[src/rtl/irq_tier_pkg.sv]
package irq_tier_pkg;
  typedef enum logic [1:0] {
    MODE_SINGLE = 2'b00,
    MODE_TIER   = 2'b01,
    MODE_RSV_A  = 2'b10,
    MODE_RSV_B  = 2'b11
  } irq_mode_e;

  localparam int unsigned VEC_NMI  = 0;
  localparam int unsigned VEC_BRK  = 1;
  localparam int unsigned VEC_BASE = 2;

  function automatic logic is_tier(input logic [1:0] mode);
    return mode == MODE_TIER;
  endfunction
endpackage

[src/rtl/irq_pend_cell.sv]
module irq_pend_cell (
  input  logic clk_i,
  input  logic rst_ni,
  input  logic flush_i,
  input  logic line_i,
  input  logic edge_mode_i,
  input  logic clr_i,
  output logic pend_o
);
  logic line_q, pend_q;

  always_ff @(posedge clk_i or negedge rst_ni) begin
    if (!rst_ni) begin
      line_q <= 1'b0;
      pend_q <= 1'b0;
    end else begin
      line_q <= line_i;
      if (flush_i) pend_q <= 1'b0;
      else         pend_q <= (pend_q & ~clr_i) | (line_i & ~line_q); // new edge beats clear
    end
  end

  assign pend_o = edge_mode_i ? pend_q : line_i;
endmodule

[src/rtl/irq_arb.sv]
module irq_arb
  import irq_tier_pkg::*;
#(
  parameter int unsigned N_SRC = 8,
  parameter int unsigned VEC_W = $clog2(N_SRC + VEC_BASE)
) (
  input  logic             nmi_pend_i,
  input  logic             brk_pend_i,
  input  logic [N_SRC-1:0] src_pend_i,
  input  logic [N_SRC-1:0] src_en_i,
  input  logic [N_SRC-1:0] src_prio_i,
  input  logic [1:0]       mode_i,
  input  logic             mask_i_i,
  input  logic             mask_ui_i,
  output logic             win_valid_o,
  output logic [VEC_W-1:0] win_vec_o
);
  logic [N_SRC-1:0] gate, admit, hi, lo;
  logic             hi_any, lo_any;
  logic [VEC_W-1:0] hi_vec, lo_vec;

  for (genvar k = 0; k < N_SRC; k++) begin : g_gate
    assign gate[k] = is_tier(mode_i) ? (~mask_i_i | (~mask_ui_i & src_prio_i[k])) : ~mask_i_i;
  end

  assign admit = src_pend_i & src_en_i & gate;
  assign hi    = admit & src_prio_i;
  assign lo    = admit & ~src_prio_i;

  // scan downward so the lowest index ends up selected
  always_comb begin
    hi_any = 1'b0;
    lo_any = 1'b0;
    hi_vec = '0;
    lo_vec = '0;
    for (int k = N_SRC - 1; k >= 0; k--) begin
      if (hi[k]) begin
        hi_any = 1'b1;
        hi_vec = VEC_W'(VEC_BASE + k);
      end
      if (lo[k]) begin
        lo_any = 1'b1;
        lo_vec = VEC_W'(VEC_BASE + k);
      end
    end
  end

  always_comb begin
    win_valid_o = 1'b1;
    if (nmi_pend_i)      win_vec_o = VEC_W'(VEC_NMI);
    else if (brk_pend_i) win_vec_o = VEC_W'(VEC_BRK);
    else if (hi_any)     win_vec_o = hi_vec;
    else if (lo_any)     win_vec_o = lo_vec;
    else begin
      win_valid_o = 1'b0;
      win_vec_o   = '0;
    end
  end
endmodule

[src/rtl/irq_tier_ctl.sv]
module irq_tier_ctl
  import irq_tier_pkg::*;
#(
  parameter int unsigned N_SRC = 8,
  localparam int unsigned VEC_W = $clog2(N_SRC + VEC_BASE),
  localparam int unsigned IDX_W = (N_SRC > 1) ? $clog2(N_SRC) : 1
) (
  input  logic             clk_i,
  input  logic             rst_ni,
  input  logic             standby_i,
  input  logic             nmi_i,
  input  logic             brk_i,
  input  logic [N_SRC-1:0] src_req_i,
  input  logic [N_SRC-1:0] src_edge_i,
  input  logic [N_SRC-1:0] src_en_i,
  input  logic [N_SRC-1:0] src_prio_i,
  input  logic [1:0]       mode_i,
  input  logic             mask_i_i,
  input  logic             mask_ui_i,
  input  logic             ack_i,
  output logic             irq_valid_o,
  output logic [VEC_W-1:0] irq_vec_o
);
  logic             valid_q;
  logic [VEC_W-1:0] vec_q;
  logic             ack_take;
  logic             nmi_pend, brk_pend;
  logic [N_SRC-1:0] src_pend;
  logic             win_valid;
  logic [VEC_W-1:0] win_vec;

  assign ack_take = ack_i & valid_q;

  irq_pend_cell u_nmi (
    .clk_i, .rst_ni, .flush_i(standby_i), .line_i(nmi_i), .edge_mode_i(1'b1),
    .clr_i(ack_take && vec_q == VEC_W'(VEC_NMI)), .pend_o(nmi_pend)
  );

  irq_pend_cell u_brk (
    .clk_i, .rst_ni, .flush_i(standby_i), .line_i(brk_i), .edge_mode_i(1'b1),
    .clr_i(ack_take && vec_q == VEC_W'(VEC_BRK)), .pend_o(brk_pend)
  );

  for (genvar k = 0; k < N_SRC; k++) begin : g_src
    irq_pend_cell u_cell (
      .clk_i, .rst_ni, .flush_i(standby_i), .line_i(src_req_i[k]),
      .edge_mode_i(src_edge_i[k]),
      .clr_i(ack_take && vec_q == VEC_W'(VEC_BASE + k)), .pend_o(src_pend[k])
    );
  end

  irq_arb #(.N_SRC(N_SRC), .VEC_W(VEC_W)) u_arb (
    .nmi_pend_i(nmi_pend), .brk_pend_i(brk_pend), .src_pend_i(src_pend),
    .src_en_i, .src_prio_i, .mode_i, .mask_i_i, .mask_ui_i,
    .win_valid_o(win_valid), .win_vec_o(win_vec)
  );

  always_ff @(posedge clk_i or negedge rst_ni) begin
    if (!rst_ni) begin
      valid_q <= 1'b0;
      vec_q   <= '0;
    end else if (standby_i) begin
      valid_q <= 1'b0;
    end else if (valid_q) begin
      if (ack_i) valid_q <= 1'b0;
    end else if (win_valid) begin
      valid_q <= 1'b1;
      vec_q   <= win_vec;
    end
  end

  assign irq_valid_o = valid_q;
  assign irq_vec_o   = vec_q;


  hold_stable_chk: assert property (@(posedge clk_i) disable iff (!rst_ni)
    valid_q && !ack_i && !standby_i |=> valid_q && $stable(vec_q));

  ack_release_chk: assert property (@(posedge clk_i) disable iff (!rst_ni)
    valid_q && ack_i |=> !valid_q);

  standby_block_chk: assert property (@(posedge clk_i) disable iff (!rst_ni)
    standby_i |=> !valid_q);

  en_gate_chk: assert property (@(posedge clk_i) disable iff (!rst_ni)
    win_valid && win_vec >= VEC_W'(VEC_BASE) |-> src_en_i[IDX_W'(win_vec - VEC_W'(VEC_BASE))]);

  single_mask_chk: assert property (@(posedge clk_i) disable iff (!rst_ni)
    win_valid && mode_i != 2'b01 && mask_i_i |-> win_vec < VEC_W'(VEC_BASE));

  tier_block_chk: assert property (@(posedge clk_i) disable iff (!rst_ni)
    win_valid && mode_i == 2'b01 && mask_i_i && mask_ui_i |-> win_vec < VEC_W'(VEC_BASE));

  nmi_first_chk: assert property (@(posedge clk_i) disable iff (!rst_ni)
    nmi_pend && !standby_i && !valid_q |=> valid_q && vec_q == VEC_W'(VEC_NMI));
endmodule

[config.mk]
export PLATFORM = sky130hd
export DESIGN_NAME = irq_tier_ctl
export DESIGN_NICKNAME = d
export VERILOG_FILES = /design/src/rtl/irq_tier_pkg.sv /design/src/rtl/irq_pend_cell.sv /design/src/rtl/irq_arb.sv /design/src/rtl/irq_tier_ctl.sv
export SDC_FILE = /design/constraint.sdc
export NUM_CORES = 1
export LEC_CHECK = 0
export ABC_AREA = 1
export BUFFER_PORTS_ARGS = -buffer_cell sky130_fd_sc_hd__buf_2
export CORE_ASPECT_RATIO = 1.25
export CORE_MARGIN = 8
export CORE_UTILIZATION = 41
export CTS_BUF_LIST = sky130_fd_sc_hd__clkbuf_4
export DETAILED_ROUTE_END_ITERATION = 6
export HOLD_SLACK_MARGIN = 0.12
export PLACE_DENSITY_LB_ADDON = 0.05
export SLEW_MARGIN = 30
export SYNTH_ARGS = -nofsm -noshare
export SYNTH_HDL_FRONTEND = slang
export SYNTH_SLANG_ARGS = --single-unit
[constraint.sdc]
create_clock -name clk_i -period 1.9 [get_ports clk_i]
set_clock_uncertainty 0.15 [all_clocks]
set_input_delay 0 -clock clk_i [delete_from_list [all_inputs] [get_ports clk_i]]
set_output_delay 0 -clock clk_i [all_outputs]
set_load 0.01 [all_outputs]
==> results_tabular.tex <==
\begin{tabular}{lr}
\hline
Metric & Value \\
\hline
\multicolumn{2}{l}{\textbf{Logic synthesis}} \\
\quad Part of the Yosys area used for sequential elements & 0.401 \\
\quad Post-Syn Instances & 225 \\
\quad Dominant synthesized flop cell & dfrtp\_1 \\
\quad Register bit total from synthesis & 25 \\
\quad Distinct cells, synth & 22 \\
\quad Post-synthesis average cell area & 6.93 um2 \\
\quad Cell accounting for the most synthesized area & dfrtp\_1 \\
\quad Top-area cell type share of the netlist area & 0.401 \\
\quad Share of synthesized registers carrying an async set or reset & 1.00 \\
\quad Biggest area contributors in the synthesized netlist & dfrtp\_1, nand2\_1, inv\_1 \\
\quad Warnings, synthesis & 0 \\
\quad Net count after synthesis & 267 \\
\quad Post-synthesis instance area & 0.00156 mm2 \\
\quad Number of enable-type register cells in the synthesized netlist & 0 \\
\multicolumn{2}{l}{\textbf{Cells and area}} \\
\quad Area delta synth->final & 36.8\% \\
\quad Number of standard cells in the layout, taps in and fillers out & 338 \\
\quad Share of cells above drive strength 1 & 0.255 \\
\quad Final standard cell area without fillers & 0.00213 mm2 \\
\quad Ant diodes & 0 \\
\quad Utilization of the core after routing & 0.573 \\
\quad Most common cell after layout, fill and taps aside & nand2\_1 \\
\quad Commonest non-fill, non-tap cells in the layout & nand2\_1, buf\_2, inv\_1 \\
\quad Final Net Count & 341 \\
\multicolumn{2}{l}{\textbf{Clocking}} \\
\quad Num CTS Buffers & 3 \\
\quad Bufs on Longest Clock Path & 2 \\
\quad Clock-pin slew of the registers on the worst-case setup and hold paths & 0.13 ns \\
\quad Clock insertion delay at the later pin of the skew report & 0.31 ns \\
\quad CTS tree & yes \\
\quad H-tree Lvls & 1 \\
\quad Root Driver & clkbuf\_4 \\
\quad Clock sink total & 25 \\
\multicolumn{2}{l}{\textbf{Power and ir drop}} \\
\quad Net Sw Frac & 0.341 \\
\quad Power per cell area & 613 mW/mm2 \\
\quad Clock share of power & 0.191 \\
\quad Net switching power & 0.447 mW \\
\quad Share of total power in combinational logic & 0.323 \\
\quad Reg power frac & 0.486 \\
\quad Leak Pwr & 1.17 nW \\
\quad Internal Pwr Total & 0.862 mW \\
\quad IR drop worst, VDD & 220 uV \\
\multicolumn{2}{l}{\textbf{Hold path}} \\
\quad Worst Hold Path EP & irq\_vec\_o[0]\$\_DFFE\_PN0P\_ \\
\quad Start point of the worst min-delay path & mask\_i\_i \\
\quad Path type of the worst min-delay path & input pin to register \\
\quad Cell depth of the worst min-delay path & 7 \\
\multicolumn{2}{l}{\textbf{Setup path}} \\
\quad Critical R2R Capture & irq\_vec\_o[3]\$\_DFFE\_PN0P\_ \\
\quad Startpoint type of the worst setup path & register \\
\quad Critical path data arrival time & 1.82 ns \\
\quad Setup slack of the most critical reg-to-reg path & 0.15 ns \\
\quad Worst Setup Path Type & register to register \\
\quad Element type at the critical path end & register \\
\quad Launch instance of the worst register-to-register path & g\_src[0].u\_cell.pend\_q\$\_DFF\_PN0\_ \\
\quad Cell count of the worst reg-to-reg path & 11 \\
\quad Largest driver fanout on the critical path & 6 \\
\quad Endpoint required time on the critical path & 1.97 ns \\
\quad Launch point of the worst path & g\_src[0].u\_cell.pend\_q\$\_DFF\_PN0\_ \\
\multicolumn{2}{l}{\textbf{Placed design}} \\
\quad Detailed placer's ending HPWL & 3.31 mm \\
\quad Placement-stage cell area & 0.00185 mm2 \\
\quad Placed cell count & 312 \\
\quad Weighted congestion at the end of routability-driven global placement & 0.874 \\
\quad Total of buffers placed on input and output ports & 46 \\
\multicolumn{2}{l}{\textbf{Floorplanning}} \\
\quad Number of ports placed on the die boundary & 47 \\
\quad Horizontal die dimension & 71.2 um \\
\quad Die Y-Extent & 85.0 um \\
\quad Initial core utilization & 0.419 \\
\quad Die Outline Area & 0.00605 mm2 \\
\quad Number of placement rows & 25 \\
\quad Total core area & 0.00372 mm2 \\
\multicolumn{2}{l}{\textbf{Drt}} \\
\quad Via count & 1,611 \\
\quad Number of DRC markers after the initial detailed-route iteration & 54 \\
\quad Avg Vias per Cell & 4.77 \\
\quad Router iterations before antenna repair & 4 \\
\quad Antenna-violating nets left & 0 \\
\quad Routed wirelength normalized by instance count & 12.2 um \\
\quad Final routed DRC violation total & 0 \\
\quad Routed Wire Length & 4.12 mm \\
\multicolumn{2}{l}{\textbf{Timing}} \\
\quad Actual slew at the worst max-slew pin & 0.240 ns \\
\quad Remaining max-slew budget at the tightest pin & 0.839 \\
\quad Pins over their slew limit & 0 \\
\quad Fmax & 572 MHz \\
\quad Min Tclk post-route & 1.75 ns \\
\quad Final setup vio count & 0 \\
\quad Post-route clock period utilization & 0.920 \\
\quad Endpoints failing hold & 0 \\
\quad Hold WS & 0.153 ns \\
\multicolumn{2}{l}{\textbf{Flow run}} \\
\quad Total of max-cap violations & 0 \\
\multicolumn{2}{l}{\textbf{Global routing}} \\
\quad First-pass GRT wire length & 7.07 mm \\
\quad Initial antenna violation count & 0 \\
\quad Congestion Overflow GR & 0 \\
\quad GRT Resource Usage Total & 0.144 \\
\quad Pin count of the biggest net entering global routing & 26 \\
\quad Vias in the first global route & 1,649 \\
\multicolumn{2}{l}{\textbf{Outcome}} \\
\quad Status & complete, no violations \\
\hline
\end{tabular}
cell families after synthesis:
group,after synthesis,share of synthesized area
flip-flops,25,0.401
AND/OR/NAND/NOR,117,0.346
buffers and inverters,42,0.103
AO/OA/AOI/OAI,41,0.150
synth_stat cells (2+ instances only):
cell type,number
o31ai_1,5
o21ai_0,11
a21oi_1,11
dfrtp_1,25
nand3b_1,4
nand2_1,63
nand3_1,19
nor3_1,2
a21boi_0,6
nor2_4,2
inv_1,38
nor2_1,16
nand2_2,6
nand3_2,2
inv_2,2
o21ai_1,7
layout make-up:
cell class              instances  area [um2]
repair buffers                 70         475
clock buffers                   4        30.0
inverters                      41         156
flip-flops and latches         25         626
fillers                       364        1590
multi-input cells             158         797
well taps                      40        50.0
power by group through the flow:
stage	sequential (mW)	clock (mW)	combinational, mW
after floorplan	0.651	0	0.216
after global placement	0.646	0	0.380
after detailed placement	0.645	0	0.382
after CTS	0.635	0.261	0.421
after global routing	0.643	0.273	0.481
final	0.636	0.250	0.423
stage by stage:
| stage | setup TNS, ns | power, mW | worst slack, ns |
|---|---|---|---|
| after global placement | 0 | 1.03 | 0.0570 |
| after floorplan | 0 | 0.866 | 0.353 |
| after CTS | 0 | 1.32 | 0.0415 |
| final | 0 | 1.31 | 0.152 |
| after detailed placement | 0 | 1.03 | 0.0631 |
| after global routing | -0.00472 | 1.40 | -0.00472 |
flip-flops by register name, indices dropped and copies added (netlist names):
signal / count
g_src.u_cell.line_q: 8
g_src.u_cell.pend_q: 8
irq_vec_o: 4
irq_valid_o: 1
u_brk.line_q: 1
u_brk.pend_q: 1
u_nmi.line_q: 1
u_nmi.pend_q: 1
routing by layer:
metal	up-vias	global-route usage	share of wire
li1	857	-	-
met1	715	0.160	0.43
met2	32	0.255	0.51
met3	7	0.0236	0.036
met4	0	0.0702	0.024
met5	-	0	0
critical path: stages, from the launching register on:
cell	delay [ns]
dfrtp_1	0.40
nand2_1	0.05
a21boi_0	0.07
buf_4	0.15
nand3b_1	0.12
nand2_2	0.08
inv_2	0.07
nand3_2	0.11
nor3_4	0.23
nor2_4	0.09
nand2_1	0.07
o21ai_1	0.05
how the worst max path moves through the flow:
| stage | to | slack [ns] |
|---|---|---|
| after floorplan | irq_vec_o[1]$_DFFE_PN0P_ | 0.35 |
| after global placement | irq_vec_o[1]$_DFFE_PN0P_ | 0.06 |
| after detailed placement | irq_vec_o[1]$_DFFE_PN0P_ | 0.06 |
| after CTS | irq_vec_o[1]$_DFFE_PN0P_ | 0.04 |
| after global routing | irq_vec_o[0]$_DFFE_PN0P_ | -0.005 |
| final | irq_vec_o[3]$_DFFE_PN0P_ | 0.15 |
repair_timing:
item | CTS | global route
endpoints found under the setup margin | 0 | 5
hold buffers | 22 | 0
gates resized for setup | 0 | 11
buffers inserted | 0 | 1
endpoints found under the hold margin | 50 | 0
No activity file was read; power rests on OpenSTA's default activity.
